## src/rtl/i2c_rb_pkg.sv

```systemverilog
package i2c_rb_pkg;
  localparam int REG_W   = 8;
  localparam int NUM_SEL = 2;
  localparam logic [6:0] BASE_ADDR = 7'h40;

  localparam logic [REG_W-1:0] SEL_RST    = 8'h97;
  localparam logic [REG_W-1:0] CTRL_RST   = 8'h80;
  localparam logic [REG_W-1:0] CTRL_WMASK = 8'hF0;
  localparam logic [REG_W-1:0] ID_VENDOR  = 8'h88;
  localparam logic [REG_W-1:0] ID_REV     = 8'h01;

  localparam logic [REG_W-1:0] A_SEL0 = 8'h00;
  localparam logic [REG_W-1:0] A_SEL1 = 8'h01;
  localparam logic [REG_W-1:0] A_CTRL = 8'h02;
  localparam logic [REG_W-1:0] A_ID1  = 8'h03;
  localparam logic [REG_W-1:0] A_ID2  = 8'h04;
  localparam logic [REG_W-1:0] A_STAT = 8'h05;
  localparam int SOFT_RST_BIT = 2;

  typedef struct packed {
    logic             ptrLoad;
    logic             wrData;
    logic             rdNext;
    logic [REG_W-1:0] byteVal;
  } rb_stb_t;
endpackage

```

## src/rtl/i2c_rb_ctrl.sv

```systemverilog
module i2c_rb_ctrl
  import i2c_rb_pkg::*;
#(
  parameter logic [6:0] SLAVE_ADDR  = 7'h40,
  parameter int         SYNC_STAGES = 2
) (
  input  logic             clk,
  input  logic             rstN,
  input  logic             sclIn,
  input  logic             sdaIn,
  input  logic [REG_W-1:0] rdData,
  output rb_stb_t          stb,
  output logic             sdaDrvLow
);
  localparam int CNT_W = $clog2(REG_W + 1);
  localparam logic [CNT_W-1:0] LAST_BIT = CNT_W'(REG_W);

  typedef enum logic [2:0] {ST_IDLE, ST_ADDR, ST_PTR, ST_WR, ST_RD} st_t;

  logic [SYNC_STAGES-1:0] sclSync, sdaSync;
  logic sclPrev, sdaPrev, sclS, sdaS;
  logic startDet, stopDet, sclRise, sclFall;

  always_ff @(posedge clk or negedge rstN) begin
    if (!rstN) begin
      sclSync <= '1;
      sdaSync <= '1;
      sclPrev <= 1'b1;
      sdaPrev <= 1'b1;
    end else begin
      sclSync <= {sclSync[SYNC_STAGES-2:0], sclIn};
      sdaSync <= {sdaSync[SYNC_STAGES-2:0], sdaIn};
      sclPrev <= sclS;
      sdaPrev <= sdaS;
    end
  end

  assign sclS     = sclSync[SYNC_STAGES-1];
  assign sdaS     = sdaSync[SYNC_STAGES-1];
  assign startDet = sclS && sclPrev && sdaPrev && !sdaS;
  assign stopDet  = sclS && sclPrev && !sdaPrev && sdaS;
  assign sclRise  = sclS && !sclPrev;
  assign sclFall  = !sclS && sclPrev;

  st_t              state;
  logic [CNT_W-1:0] bitCnt;
  logic [CNT_W-1:0] bitIdx;
  logic             inAck, isRead, mAck;
  logic [REG_W-1:0] shReg, txReg;

  assign bitIdx = CNT_W'(REG_W - 1) - bitCnt;

  always_ff @(posedge clk or negedge rstN) begin
    if (!rstN) begin
      state     <= ST_IDLE;
      bitCnt    <= '0;
      inAck     <= 1'b0;
      isRead    <= 1'b0;
      mAck      <= 1'b0;
      shReg     <= '0;
      txReg     <= '0;
      sdaDrvLow <= 1'b0;
      stb       <= '0;
    end else begin
      stb.ptrLoad <= 1'b0;
      stb.wrData  <= 1'b0;
      stb.rdNext  <= 1'b0;
      if (stopDet) begin
        state     <= ST_IDLE;
        sdaDrvLow <= 1'b0;
        inAck     <= 1'b0;
        bitCnt    <= '0;
      end else if (startDet) begin
        state     <= ST_ADDR;
        sdaDrvLow <= 1'b0;
        inAck     <= 1'b0;
        bitCnt    <= '0;
      end else if (state == ST_RD) begin
        if (sclRise) begin
          if (inAck) mAck <= !sdaS;
          else       bitCnt <= bitCnt + 1'b1;
        end
        if (sclFall) begin
          if (inAck) begin
            inAck <= 1'b0;
            if (mAck) begin
              txReg      <= rdData;
              sdaDrvLow  <= !rdData[REG_W-1];
              stb.rdNext <= 1'b1;
              bitCnt     <= '0;
            end else begin
              state     <= ST_IDLE;
              sdaDrvLow <= 1'b0;
            end
          end else if (bitCnt == LAST_BIT) begin
            sdaDrvLow <= 1'b0;
            inAck     <= 1'b1;
          end else begin
            sdaDrvLow <= !txReg[bitIdx[$clog2(REG_W)-1:0]];
          end
        end
      end else if (state != ST_IDLE) begin
        if (sclRise && !inAck && bitCnt != LAST_BIT) begin
          shReg  <= {shReg[REG_W-2:0], sdaS};
          bitCnt <= bitCnt + 1'b1;
        end
        if (sclFall) begin
          if (inAck) begin
            inAck     <= 1'b0;
            sdaDrvLow <= 1'b0;
            bitCnt    <= '0;
            if (state == ST_ADDR) begin
              if (isRead) begin
                state      <= ST_RD;
                txReg      <= rdData;
                sdaDrvLow  <= !rdData[REG_W-1];
                stb.rdNext <= 1'b1;
              end else begin
                state <= ST_PTR;
              end
            end else if (state == ST_PTR) begin
              state <= ST_WR;
            end
          end else if (bitCnt == LAST_BIT) begin
            case (state)
              ST_ADDR: begin
                if (shReg[REG_W-1:1] == SLAVE_ADDR) begin
                  sdaDrvLow <= 1'b1;
                  isRead    <= shReg[0];
                  inAck     <= 1'b1;
                end else begin
                  state <= ST_IDLE;
                end
              end
              ST_PTR: begin
                sdaDrvLow   <= 1'b1;
                inAck       <= 1'b1;
                stb.ptrLoad <= 1'b1;
                stb.byteVal <= shReg;
              end
              ST_WR: begin
                sdaDrvLow   <= 1'b1;
                inAck       <= 1'b1;
                stb.wrData  <= 1'b1;
                stb.byteVal <= shReg;
              end
              default: ;
            endcase
          end
        end
      end
    end
  end
endmodule

```

## src/rtl/i2c_rb_regs.sv

```systemverilog
module i2c_rb_regs
  import i2c_rb_pkg::*;
(
  input  logic             clk,
  input  logic             rstN,
  input  rb_stb_t          stb,
  input  logic             pgoodIn,
  output logic [REG_W-1:0] rdData,
  output logic [REG_W-1:0] selQ [NUM_SEL],
  output logic [REG_W-1:0] ctrlQ
);
  logic [REG_W-1:0] ptrQ;
  logic             softRst;

  assign softRst = stb.wrData && (ptrQ == A_CTRL) && stb.byteVal[SOFT_RST_BIT];

  always_ff @(posedge clk or negedge rstN) begin
    if (!rstN) begin
      ptrQ <= '0;
    end else if (stb.ptrLoad) begin
      ptrQ <= stb.byteVal;
    end else if (stb.wrData || stb.rdNext) begin
      ptrQ <= ptrQ + 1'b1;
    end
  end

  for (genvar g = 0; g < NUM_SEL; g++) begin : g_sel
    logic [REG_W-1:0] q;
    always_ff @(posedge clk or negedge rstN) begin
      if (!rstN)                                  q <= SEL_RST;
      else if (softRst)                           q <= SEL_RST;
      else if (stb.wrData && ptrQ == REG_W'(g))   q <= stb.byteVal;
    end
    assign selQ[g] = q;
  end

  always_ff @(posedge clk or negedge rstN) begin
    if (!rstN)                             ctrlQ <= CTRL_RST;
    else if (softRst)                      ctrlQ <= CTRL_RST;
    else if (stb.wrData && ptrQ == A_CTRL) ctrlQ <= stb.byteVal & CTRL_WMASK;
  end

  always_comb begin
    case (ptrQ)
      A_SEL0:  rdData = selQ[0];
      A_SEL1:  rdData = selQ[1];
      A_CTRL:  rdData = ctrlQ;
      A_ID1:   rdData = ID_VENDOR;
      A_ID2:   rdData = ID_REV;
      A_STAT:  rdData = {pgoodIn, {(REG_W-1){1'b0}}};
      default: rdData = '0;
    endcase
  end
endmodule

```

## src/rtl/i2c_reg_bank.sv

```systemverilog
module i2c_reg_bank
  import i2c_rb_pkg::*;
#(
  parameter bit ADDR_ALT = 1'b0
) (
  input  logic       clk,
  input  logic       rstN,
  input  logic       sclIn,
  input  logic       sdaIn,
  input  logic       pgoodIn,
  output logic       sdaDrvLow,
  output logic [7:0] vsel0Q,
  output logic [7:0] vsel1Q,
  output logic [7:0] ctrlQ
);
  localparam logic [6:0] SLAVE_ADDR = {BASE_ADDR[6:1], ADDR_ALT};

  rb_stb_t          stb;
  logic [REG_W-1:0] rdData;
  logic [REG_W-1:0] selQ [NUM_SEL];

  i2c_rb_ctrl #(.SLAVE_ADDR(SLAVE_ADDR), .SYNC_STAGES(2)) u_ctrl (
    .clk(clk), .rstN(rstN), .sclIn(sclIn), .sdaIn(sdaIn),
    .rdData(rdData), .stb(stb), .sdaDrvLow(sdaDrvLow)
  );

  i2c_rb_regs u_regs (
    .clk(clk), .rstN(rstN), .stb(stb), .pgoodIn(pgoodIn),
    .rdData(rdData), .selQ(selQ), .ctrlQ(ctrlQ)
  );

  assign vsel0Q = selQ[0];
  assign vsel1Q = selQ[1];
endmodule

```

## config.mk

```make
export PLATFORM = sky130hd
export DESIGN_NAME = i2c_reg_bank
export DESIGN_NICKNAME = d
export VERILOG_FILES = /design/src/rtl/i2c_rb_pkg.sv /design/src/rtl/i2c_rb_ctrl.sv /design/src/rtl/i2c_rb_regs.sv /design/src/rtl/i2c_reg_bank.sv
export SDC_FILE = /design/constraint.sdc
export NUM_CORES = 1
export LEC_CHECK = 0
export ABC_AREA = 1
export BUFFER_PORTS_ARGS = -buffer_cell sky130_fd_sc_hd__buf_2
export CORE_MARGIN = 4
export CORE_UTILIZATION = 40
export CTS_CLUSTER_DIAMETER = 30
export CTS_CLUSTER_SIZE = 20
export DETAILED_ROUTE_END_ITERATION = 10
export GPL_TIMING_DRIVEN = 0
export MAX_ROUTING_LAYER = met4
export PLACE_DENSITY = 0.55
export SYNTH_ARGS = -nofsm -noshare
export SYNTH_HDL_FRONTEND = slang
export SYNTH_SLANG_ARGS = --single-unit
```

## constraint.sdc

```tcl
create_clock -name clk -period 2.45 [get_ports clk]
set_clock_uncertainty 0.1 [all_clocks]
set_input_delay 0.49 -clock clk [delete_from_list [all_inputs] [get_ports clk]]
set_output_delay 0.49 -clock clk [all_outputs]
set_load 0.005 [all_outputs]
```

# ---- After elaboration in Yosys (flattened, before gate mapping)
# Cells that the tools add are included.
dict set report op_classes {
  n_reduce_logical 46
  muxes 94
  n_eq_ne 17
  n_lt_le_gt_ge 1
  bitwise_logic 4
  shift 0
  add_sub_neg 3
  div 0
  multipliers 0
}
# operator n
set op_table {}
lappend op_table {{8-bit 2-to-1 mux} 21}
lappend op_table {{4-bit 2-to-1 mux} 12}
lappend op_table {{8-bit one-hot mux with 6 select lines} 1}
lappend op_table {{3-bit 2-to-1 mux} 15}
lappend op_table {{11-bit 2-to-1 mux} 4}
lappend op_table {{1-bit 2-to-1 mux} 35}
lappend op_table {{8-bit AND reduction} 3}
lappend op_table {{8-bit by 2-bit equality test with 1-bit output, second input constant} 2}
lappend op_table {{8-bit by 3-bit equality test with 1-bit output, second input constant} 2}
lappend op_table {{5-bit AND reduction} 3}
lappend op_table {{2-bit nonzero test} 7}
lappend op_table {{1-bit logical AND} 13}
lappend op_table {{4-bit nonzero test} 3}
lappend op_table {{5-bit nonzero test} 2}
lappend op_table {{9-bit AND reduction} 1}
lappend op_table {{8-bit by 1-bit adder with 8-bit output, second input constant} 1}
lappend op_table {{8-bit by 1-bit equality test with 1-bit output, second input constant} 1}
lappend op_table {{8-bit zero test} 1}
lappend op_table {{4-bit by 1-bit != test with 1-bit output, second input constant} 2}
lappend op_table {{7-bit equality test, second input constant} 1}
lappend op_table {{1-bit zero test} 7}
lappend op_table {{3-bit by 2-bit equality test with 1-bit output, second input constant} 2}
lappend op_table {{2-bit 2-to-1 mux} 3}
lappend op_table {{6-bit by 2-bit != test with 1-bit output, second input constant} 1}
lappend op_table {{other kinds (17)} 22}
dict set report totals {
  latch_bits 0
  mem_count 0
  output_inout_bits 25
  mem_bits_rw 0
  reg_bits 76
  input_bits 5
  elab_cells 185
  romBits 0
}

# ---- Depth between registers and ports, before layout
# Gate-level depths: netlist of the first run.
dict set report depth {
  ltp_word 11
  depth_mapped 12
  depth_no_buf 11
}

# ---- Hierarchy
# A second synthesis of the first run with hierarchy kept.
dict set report hier_totals {
  cells_unflattened 503
  hier_area_um2 3917.5
}
# module n_inst seq_area_each_um2 area_each_um2 cells_each
set modules_own_cells {}
lappend modules_own_cells {i2c_rb_ctrl 1 1108.6 2242.2 279}
lappend modules_own_cells {i2c_rb_regs 1 714.4 1675.4 224}

# ---- Worst setup path after synthesis of the first run
# Ideal clock, no wire load.
dict set report synth_timing {
  kind {register -> register}
  from {reg u_ctrl.bitCnt[0]}
  to {reg u_ctrl.shReg[0]}
  required_time_ns 2.224
  period_less_slack_ns 1.806
  arrival_time_ns 1.580
  setup_slack_ns 0.644
  n_path_buf 2
  setup_ns 0.126
  stages_incl_launch_ff 11
  path_cell_list {dfrtp_1 -> buf_2 -> clkinv_1 -> ha_1 -> nand2_1 -> nor2_1 -> nor2_2 -> nand2_1 -> buf_2 -> nand2_1 -> o21ai_0}
}
dict set report synth_between {
  elab_chain_cells 3
}
# element line
set synth_lines {}
lappend synth_lines {{from (decl)} i2c_rb_ctrl.sv:46} ;# logic [CNT_W-1:0] bitCnt;
lappend synth_lines {{from (signal assigned)} i2c_rb_ctrl.sv:81} ;# else bitCnt <= bitCnt + 1'b1;
lappend synth_lines {{from (signal assigned)} i2c_rb_ctrl.sv:105} ;# bitCnt <= bitCnt + 1'b1;
lappend synth_lines {{4-bit != test} i2c_rb_ctrl.sv:103} ;# if (sclRise && !inAck && bitCnt != LAST_BIT) begin
lappend synth_lines {{1-bit logical AND} i2c_rb_ctrl.sv:103}
lappend synth_lines {{5-bit AND reduction (no line)} --}
lappend synth_lines {{to (signal assigned)} i2c_rb_ctrl.sv:104} ;# shReg <= {shReg[REG_W-2:0], sdaS};
lappend synth_lines {{to (decl)} i2c_rb_ctrl.sv:49} ;# logic [REG_W-1:0] shReg, txReg;
# Every way passes these cells.
# A chain may end at the register's enable or synchronous reset.

# ---- Worst setup path after layout of the first run
# Same ends and word-level chain as after synthesis.

==> results of run 1 <==
[power groups by stage]
stage	Clock [mW]	Combinational, mW	Sequential [mW]
2_1_floorplan	0	0.120	1.26
3_5_place_dp	0	0.190	1.26
5_1_grt	0.894	0.216	1.25
3_3_place_gp	0	0.180	1.26
4_1_cts	0.852	0.192	1.24
6_report	0.818	0.191	1.24
[cell families (layout without fill, tap and decap cells)]
kind of cell	count (synthesis)	after routing	share of synthesized area, %
flops	72	72	48.4
compound gates	80	80	12.4
xor+xnor	6	6	1.39
fa+ha+maj	6	6	1.99
simple gates	227	227	26.8
other cells	1	4	0.0995
buf+inv	78	121	8.93
[final timing paths]
path                                         from                   end  slack (ns)  depth (start not counted)
min in group asynchronous                    rstN  u_regs.g_sel[0].q[5]        0.52                          2
worst min register to register  u_ctrl.sdaSync[0]     u_ctrl.sdaSync[1]        0.26                          0
max in group asynchronous                    rstN     u_ctrl.sdaSync[0]        1.10                          3
worst min-delay path                        sclIn     u_ctrl.sclSync[0]        0.14                          1
worst max-delay path             u_ctrl.bitCnt[0]       u_ctrl.shReg[0]        0.19                         10
worst max register to register   u_ctrl.bitCnt[0]       u_ctrl.shReg[0]        0.19                         10
[critical path, cell delays in order, from the launching register on]
cell and delay, ns:
dfrtp_1 0.35, buf_2 0.20, clkinv_1 0.24, ha_1 0.29, nand2_1 0.07, nor2_1 0.05
nor2_2 0.22, nand2_1 0.23, buf_2 0.23, nand2_1 0.06, o21ai_0 0.08
[layer usage]
| layer | routed length (um) | vias up |
|---|---|---|
| met5 | 0 | - |
| met2 | 4060 | 70 |
| li1 | - | 1595 |
| met3 | 380 | 9 |
| met1 | 4270 | 1471 |
| met4 | 102 | 0 |
[cells in the final DEF (no fill, tap or decap), types with 4 or more instances in the layout]
cell        n
a21oi_1     9
a31oi_1     4
buf_2      28
buf_4       5
clkbuf_8   10
conb_1      4
dfrtp_1    55
dfstp_2    17
ha_1        6
inv_1      56
inv_2       8
nand2_1   122
nand2_2     4
nand2_4     4
nand3_1    33
nand4_1     6
nor2_1     39
nor2_2      4
nor3_1      7
o21ai_0    39
o21ai_1    11
o221ai_1    5
xor2_1      4
[sequential cells by signal, summed over array words and instances (netlist names), 2 cells and up]
signal and count:
u_ctrl.bitCnt 4, u_ctrl.sclSync 2, u_ctrl.sdaSync 2, u_ctrl.shReg 8, u_ctrl.state 3, u_ctrl.stb 11
u_ctrl.txReg 8, u_regs.ctrlQ 4, u_regs.g_sel.q 16, u_regs.ptrQ 8
[metrics by stage]
| stage | util [%] | hold WS (ns) | cells | cell area (um2) |
|---|---|---|---|---|
| floorplan | - | 0.0944 | 473 | 3780 |
| global placement | 44.0 | 0.245 | 609 | 4040 |
| detailed placement | 44.2 | 0.247 | 610 | 4070 |
| CTS | 46.1 | 0.122 | 627 | 4240 |
| global route | 46.1 | 0.124 | 627 | 4240 |
| finish | 46.1 | 0.143 | 627 | 4240 |
[final cells by class]
| class | count | area [um2] | share of cell area (%) |
|---|---|---|---|
| sequential | 72 | 1820 | 43.0 |
| multi-input combinational | 323 | 1620 | 38.2 |
| inverter | 67 | 253 | 5.96 |
| timing repair buffer | 27 | 158 | 3.72 |
| clock buffer | 13 | 149 | 3.51 |
| tap | 111 | 139 | 3.27 |
| buffer | 11 | 83.8 | 1.98 |
| clock inverter | 3 | 17.5 | 0.413 |
==> results.toml, run 1 <==
[route]
ant_nets = 0
drt_iter0_drc = 189
drc = 0
totalWireLength_um = 8810
first_pass_iters = 4
routedWlPerCell_um = 14.0
vias = 3145
via_per_inst = 5.02

[synthesis]
synthFlopType = "dfrtp_1"
synth_top_area_share_pct = 36.5
yosys_warnings = 0
synth_cell_types = 38
netlist_instances = 470
yosys.area.top_type = "dfrtp_1"
synth_most_common_cell = "nand2_1"
ys_seq_area_share_pct = 48.4
synth_area_um2 = 3770
synth_edf_count = 0
ys_ff_latch = 72
synth_top_cells_by_area = "dfrtp_1, nand2_1, dfstp_2"
yosys-top-cells-count = "nand2_1, inv_1, dfrtp_1"
async_flop_share_pct = 100
avgSynthCellArea_um2 = 8.02

[global_route]
grt_pass1_wl_um = 15200
grt-busiest-layer = "met2"
use_met3_pct = 2.96
globalRouteMet2Util_pct = 26.4
grt_max_degree = 42
grt_pass1_vias = 3047
met1_usage_pct = 24.0
antenna_found_initial = 0
grt-ovfl-total = 0
grt.total_usage_pct = 17.5

[floorplan]
core_area_um2 = 9200
ios = 30
dieArea_um2 = 11000
die_w_um = 105
start_util_pct = 41.0
die_y_um = 105
rows = 35

[clock_network]
clockBufferDepth = 2
clk_pin_slew_ns = 0.07
cts_sinks = 72
cts_setup_buffers = 0
ctsHoldBuffers = 1
numCtsBuffers = 9
clk_latency_ns = 0.34
cts_resized = 0
htreeDepth = 3
cts_tree = "yes"
root_buffer = "clkbuf_8"

[timing]
fmax_mhz = 443
slew_violations = 0
period_share_pct = 92.2
setup_ws_ns = 0.192
setup_tns_ns = 0
setup_violations = 0
worst_slew_pin_slew_ns = 0.573
slew_headroom_pct = 61.5
grt_setup_unrepaired = "false"
hold_viol = 0
min_period_ns = 2.26

[cells_and_area]
fin_nets = 522
fill_cells = 956
antenna_cells = 0
drive_above_1_share_pct = 18.6
area_growth_pct = 12.6

[power]
clock_power_share_pct = 36.3
total_power_mw = 2.25
powerDensity_nw_per_um2 = 531
p_leak_nw = 2.03
power_switching_share_pct = 25.4
irDropWorstVdd_v = 0.000202
p_comb_share_pct = 8.5
p_int_mw = 1.68
seqPwrFrac_pct = 55.2
p_switching_uw = 572

[placement]
place_hpwl_um = 6680
io_buffers = 25
pre_cts_ws_ns = 0.224
place.gp.congestion = 0.884

[run_status]
outcome = "finished clean"

[hold_path]
holdCritPathClass = "input port to flop"

[worst_setup_path]
cp.arrival_ns = 2.37
crit_type = "flop to flop"
end_kind = "flop"
crit_path_max_fanout = 10
cp.required_ns = 2.56
start_kind = "flop"

[job]
maxCapViolations = 0
Note: power is estimated with default switching activity, not from simulation.
==> inputs of run 2 (changes only) <==
--- a/config.mk
+++ b/config.mk
@@ -14,7 +14,7 @@
 export DETAILED_ROUTE_END_ITERATION = 10
 export GPL_TIMING_DRIVEN = 0
 export MAX_ROUTING_LAYER = met4
-export PLACE_DENSITY = 0.55
+export PLACE_DENSITY = 0.57
 export SYNTH_ARGS = -nofsm -noshare
 export SYNTH_HDL_FRONTEND = slang
 export SYNTH_SLANG_ARGS = --single-unit
==> constraint.sdc (replaced) <==
create_clock -name clk -period 1.9 [get_ports clk]
set_clock_uncertainty 0.1 [all_clocks]
set_input_delay 0.38 -clock clk [delete_from_list [all_inputs] [get_ports clk]]
set_output_delay 0.38 -clock clk [all_outputs]
set_load 0.005 [all_outputs]
==> run 2 against run 1 <==
Compared with the run above:
- critical path depth grew 1
- clock-buffer cell count is the same
- clock power grew 31%
- cell count grew 0.96%
- flip-flop and latch count is the same
- combinational power grew 52%
- total power grew 32%
==> results.toml, run 2 (synthesis results as in run 1) <==
[run_status]
outcome = "finished clean"

[cells_and_area]
final_common_cell = "nand2_1"
fin_util_pct = 47.9
final_cell_mix = "nand2_1, inv_1, dfrtp_1"
largest_reg_flops = 16
top_register = "u_regs.g_sel.q"
top_regs = "u_regs.g_sel.q x16, u_ctrl.stb x11"
finalInstanceArea_um2 = 4400
drive_above_1_share_pct = 23.4
fin_nets = 528
area_growth_pct = 16.8
antenna_cells = 0

[placement]
place.gp.congestion = 0.861
place_hpwl_um = 6510
placed_area_um2 = 4050
io_buffers = 25

[global_route]
grt_max_degree = 73
grt_pass1_vias = 3028
grt.total_usage_pct = 17.4
antenna_found_initial = 0
grt_pass1_wl_um = 15000
grt-ovfl-total = 0

[worst_setup_path]
crit_path_max_fanout = 8
cp.arrival_ns = 1.99
ff2ff_path_depth = 11
start_kind = "flop"
cp.required_ns = 2.03
critical-path-max-stage-delay_ns = 0.40
crit_type = "flop to flop"
end_kind = "flop"
cpMaxStageDelayCell = "dfrtp_1"
path_cells = "buf_6, clkinv_4, ha_4, nand2_1, nor2_4, nor2_4, buf_4, o21ai_0, nand2_1, o2111ai_1, o21ai_0"

[timing]
slew_headroom_pct = 39.2
fmax_mhz = 538
hold_viol = 0
slew_violations = 0
setup_violations = 0
period_share_pct = 97.9
worst_slew_pin_slew_ns = 0.912
min_period_ns = 1.86
grt_setup_unrepaired = "true"

[floorplan]
ios = 30
core_area_um2 = 9200
die_y_um = 105
rows = 35
die_w_um = 105
dieArea_um2 = 11000
start_util_pct = 41.0

[job]
maxCapViolations = 0

[route]
vias = 3214
routedWlPerCell_um = 14.3
via_per_inst = 5.08
totalWireLength_um = 9050
drt_iter0_drc = 191
drc = 0
ant_nets = 0
first_pass_iters = 5

[power]
p_leak_nw = 2.07
total_power_mw = 2.97
powerDensity_nw_per_um2 = 675
irDropWorstVdd_v = 0.000339

[clock_network]
cts_tree = "yes"
clk_latency_ns = 0.35
root_buffer = "clkbuf_8"
clk_pin_slew_ns = 0.09
clockBufferDepth = 2
numCtsBuffers = 9
cts_sinks = 72
ctsHoldBuffers = 0
htreeDepth = 3

[hold_path]
min_path_cells = 1
holdCritPathClass = "input port to flop"
==> run 2: cell types whose count changed in the layout (fill, tap and decap cells not counted), moves of 4 or more <==
cell,change
nand2_1,-4
buf_4,+8
nor2_1,-4
nor2_4,+5
==> run 2: path summary, 6_finish.rpt <==
check,start,end,slack [ns]
worst max-delay path,u_ctrl.bitCnt[0],u_ctrl.bitCnt[1],0.04
worst min-delay path,sclIn,u_ctrl.sclSync[0],0.03
worst max register to register,u_ctrl.bitCnt[0],u_ctrl.bitCnt[1],0.04
worst min register to register,u_ctrl.sclSync[0],u_ctrl.sclSync[1],0.26
max in group asynchronous,rstN,u_regs.ptrQ[0],0.98
min in group asynchronous,rstN,u_regs.ctrlQ[5],0.05
==> run 2: layer usage <==
layer | GRT usage [%] | part of all wire [%]
met5 | - | 0
met4 | 6.37 | 1.5
met3 | 3.15 | 4.0
met2 | 25.6 | 47
met1 | 24.0 | 48
==> run 2: timing repair <==
item	4_1_cts	5_1_grt
endpoints found under the setup margin	23	49
buffers inserted	2	6
gates resized for setup	13	25
pin swaps	3	2
endpoints found under the hold margin	0	0
==> run 2: critical path: cells and delay by family (launching register included) <==
kind	cells	cell delay (ns)
buf+inv	3	0.37
simple gates	4	0.36
flops	1	0.40
compound gates	3	0.35
fa+ha+maj	1	0.16
==> run 2: area by class of cell <==
| class | instances | area (um2) |
|---|---|---|
| multi-input combinational | 323 | 1730 |
| tap | 111 | 139 |
| clock buffer | 13 | 149 |
| timing repair buffer | 33 | 188 |
| buffer | 11 | 96.3 |
| sequential | 72 | 1830 |
| fill | 897 | 4790 |
| clock inverter | 3 | 17.5 |
| inverter | 67 | 258 |
==> run 2: metrics by stage <==
| step | hold slack [ns] | setup TNS, ns | worst slack, ns | std cells |
|---|---|---|---|---|
| 2_1_floorplan | -0.0156 | 0 | 0.0935 | 473 |
| 3_3_place_gp | 0.245 | -7.63 | -0.294 | 609 |
| 3_5_place_dp | 0.249 | -4.57 | -0.354 | 609 |
| 4_1_cts | 0.0199 | -0.000361 | -0.000361 | 627 |
| 5_1_grt | 0.0259 | -0.218 | -0.115 | 633 |
| 6_report | 0.0332 | 0 | 0.0403 | 633 |
==> run 2: power breakdown <==
group | internal (mW) | switching [mW] | leakage, nW
clock network | 0.508 | 0.566 | 0.0834
registers | 1.57 | 0.0300 | 0.932
logic | 0.106 | 0.184 | 1.06
==> inputs of run 3 (changes only) <==
--- a/config.mk
+++ b/config.mk
@@ -13,8 +13,7 @@
 export CTS_CLUSTER_SIZE = 20
 export DETAILED_ROUTE_END_ITERATION = 10
 export GPL_TIMING_DRIVEN = 0
-export MAX_ROUTING_LAYER = met4
-export PLACE_DENSITY = 0.57
+export PLACE_DENSITY = 0.55
 export SYNTH_ARGS = -nofsm -noshare
 export SYNTH_HDL_FRONTEND = slang
 export SYNTH_SLANG_ARGS = --single-unit
==> constraint.sdc (replaced) <==
create_clock -name clk -period 2.4 [get_ports clk]
set_clock_uncertainty 0.1 [all_clocks]
set_input_delay 0.48 -clock clk [delete_from_list [all_inputs] [get_ports clk]]
set_output_delay 0.48 -clock clk [all_outputs]
set_load 0.005 [all_outputs]
==> run 3 against run 2 <==
Compared with the run above:
- sequential power decreased by 21%
- core utilization decreased by 1.4 points
- hold slack improved by 0.098 ns
- critical path depth unchanged
- non-clock buffer count decreased by 6
- critical path type unchanged
- critical endpoint is now u_ctrl.state[0]
- largest power group unchanged
==> results.toml, run 3 (synthesis results as in run 1) <==
[clock_network]
numCtsBuffers = 9
clk_latency_ns = 0.34
cts_sinks = 72
htreeDepth = 3
clk_pin_slew_ns = 0.08
clockBufferDepth = 2
root_buffer = "clkbuf_8"
cts_tree = "yes"

[timing]
worst_slew_pin_slew_ns = 0.579
fmax_mhz = 465
hold_viol = 0
setup_violations = 0
period_share_pct = 89.6
setup_tns_ns = 0
grt_setup_unrepaired = "false"
slew_violations = 0
hold_ws_ns = 0.132
slew_headroom_pct = 61.1
min_period_ns = 2.15

[global_route]
use_met3_pct = 3.15
grt_max_degree = 42
grt-busiest-layer = "met2"
met1_usage_pct = 23.3
globalRouteMet2Util_pct = 26.4
grt-ovfl-total = 0
antenna_found_initial = 0
grt.total_usage_pct = 16.8
grt_pass1_wl_um = 14900
grt_pass1_vias = 3013

[cells_and_area]
final_cell_mix = "nand2_1, inv_1, dfrtp_1"
antenna_cells = 0
area_growth_pct = 13.5
fill_cells = 956
top_register = "u_regs.g_sel.q"
largest_reg_flops = 16
fin_nets = 522
final_cells = 627
drive_above_1_share_pct = 19.2
fin_util_pct = 46.5
final_common_cell = "nand2_1"
top_regs = "u_regs.g_sel.q x16, u_ctrl.stb x11"

[route]
ant_nets = 0
drt_iter0_drc = 150
drc = 0
routedWlPerCell_um = 13.9
first_pass_iters = 4
totalWireLength_um = 8730
vias = 3153
via_per_inst = 5.03

[floorplan]
die_y_um = 105
ios = 30
core_area_um2 = 9200
start_util_pct = 41.0
dieArea_um2 = 11000
rows = 35
die_w_um = 105

[power]
powerDensity_nw_per_um2 = 566
p_leak_nw = 2.04
irDropWorstVdd_v = 0.000258

[placement]
io_buffers = 25
placed_cells = 610
place.gp.congestion = 0.874
place_hpwl_um = 6680

[hold_path]
holdCritPathClass = "input port to flop"
min_to = "u_ctrl.sdaSync[0]"
min_path_cells = 1
min_from = "sdaIn"

[worst_setup_path]
crit_path_max_fanout = 8
start_kind = "flop"
cp.arrival_ns = 2.31
crit_start = "u_ctrl.bitCnt[0]"
crit_type = "flop to flop"
timing.reg2reg.setup_slack_ns = 0.25
ff2ff_path_depth = 11
r2r_end = "u_ctrl.state[0]"
cp.required_ns = 2.56
r2r-start = "u_ctrl.bitCnt[0]"
end_kind = "flop"

[job]
maxCapViolations = 0

[run_status]
outcome = "finished clean"
## run 3: area by class of cell
| type | count | area [um2] | area share, % |
|---|---|---|---|
| Inverter | 67 | 256 | 6.00 |
| Clock inverter | 5 | 56.3 | 1.32 |
| Buffer | 11 | 83.8 | 1.96 |
| Timing Repair Buffer | 27 | 158 | 3.69 |
| Sequential cell | 72 | 1820 | 42.6 |
| Multi-Input combinational cell | 323 | 1620 | 37.9 |
| Tap cell | 111 | 139 | 3.25 |
| Clock buffer | 11 | 141 | 3.31 |
## run 3: worst max path at each step
stage                            to  slack, ns  cells after the start
floorplan           u_ctrl.shReg[0]       0.59                     10
global placement    u_ctrl.shReg[0]       0.22                     10
detailed placement  u_ctrl.shReg[0]       0.19                     10
CTS                 u_ctrl.shReg[0]       0.17                     10
global route        u_ctrl.shReg[6]       0.05                      9
finish              u_ctrl.state[0]       0.25                     11
## run 3: routing by layer
metal | share of wire (%) | vias up | routed length, um
met5 | 0 | - | 0
li1 | - | 1595 | -
met1 | 49 | 1498 | 4250
met4 | 1.4 | 0 | 119
met2 | 46 | 50 | 4050
met3 | 3.5 | 10 | 304
## run 3: worst max-delay path, cell delays in order (launching register included)
cell and delay [ns]:
dfrtp_1 0.38, buf_2 0.18, clkinvlp_4 0.15, ha_1 0.18
nand3_1 0.20, nor2_2 0.22, inv_1 0.10, nor2_1 0.13
nand3_1 0.09, nand3_1 0.17, nand3_1 0.08, o21ai_0 0.08
## run 3: repair_timing
action / 4_1_cts / 5_1_grt
hold buffers: 1 / 0
setup buffers: 0 / 0
hold endpoints to repair: 23 / 0
resized for setup: 0 / 1
endpoints found under the setup margin: 0 / 1
## run 3: metrics by stage
step | setup WS [ns] | area (um2) | power (mW)
6_report | 0.250 | 4280 | 2.42
5_1_grt | 0.0473 | 4280 | 2.54
4_1_cts | 0.173 | 4270 | 2.45
3_5_place_dp | 0.187 | 4070 | 1.48
3_3_place_gp | 0.219 | 4040 | 1.47
2_1_floorplan | 0.594 | 3780 | 1.41
## run 3: power by group
| group | internal [mW] | switching, mW | total (mW) |
|---|---|---|---|
| clock network | 0.507 | 0.453 | 0.960 |
| logic | 0.0659 | 0.128 | 0.194 |
| registers | 1.25 | 0.0213 | 1.27 |
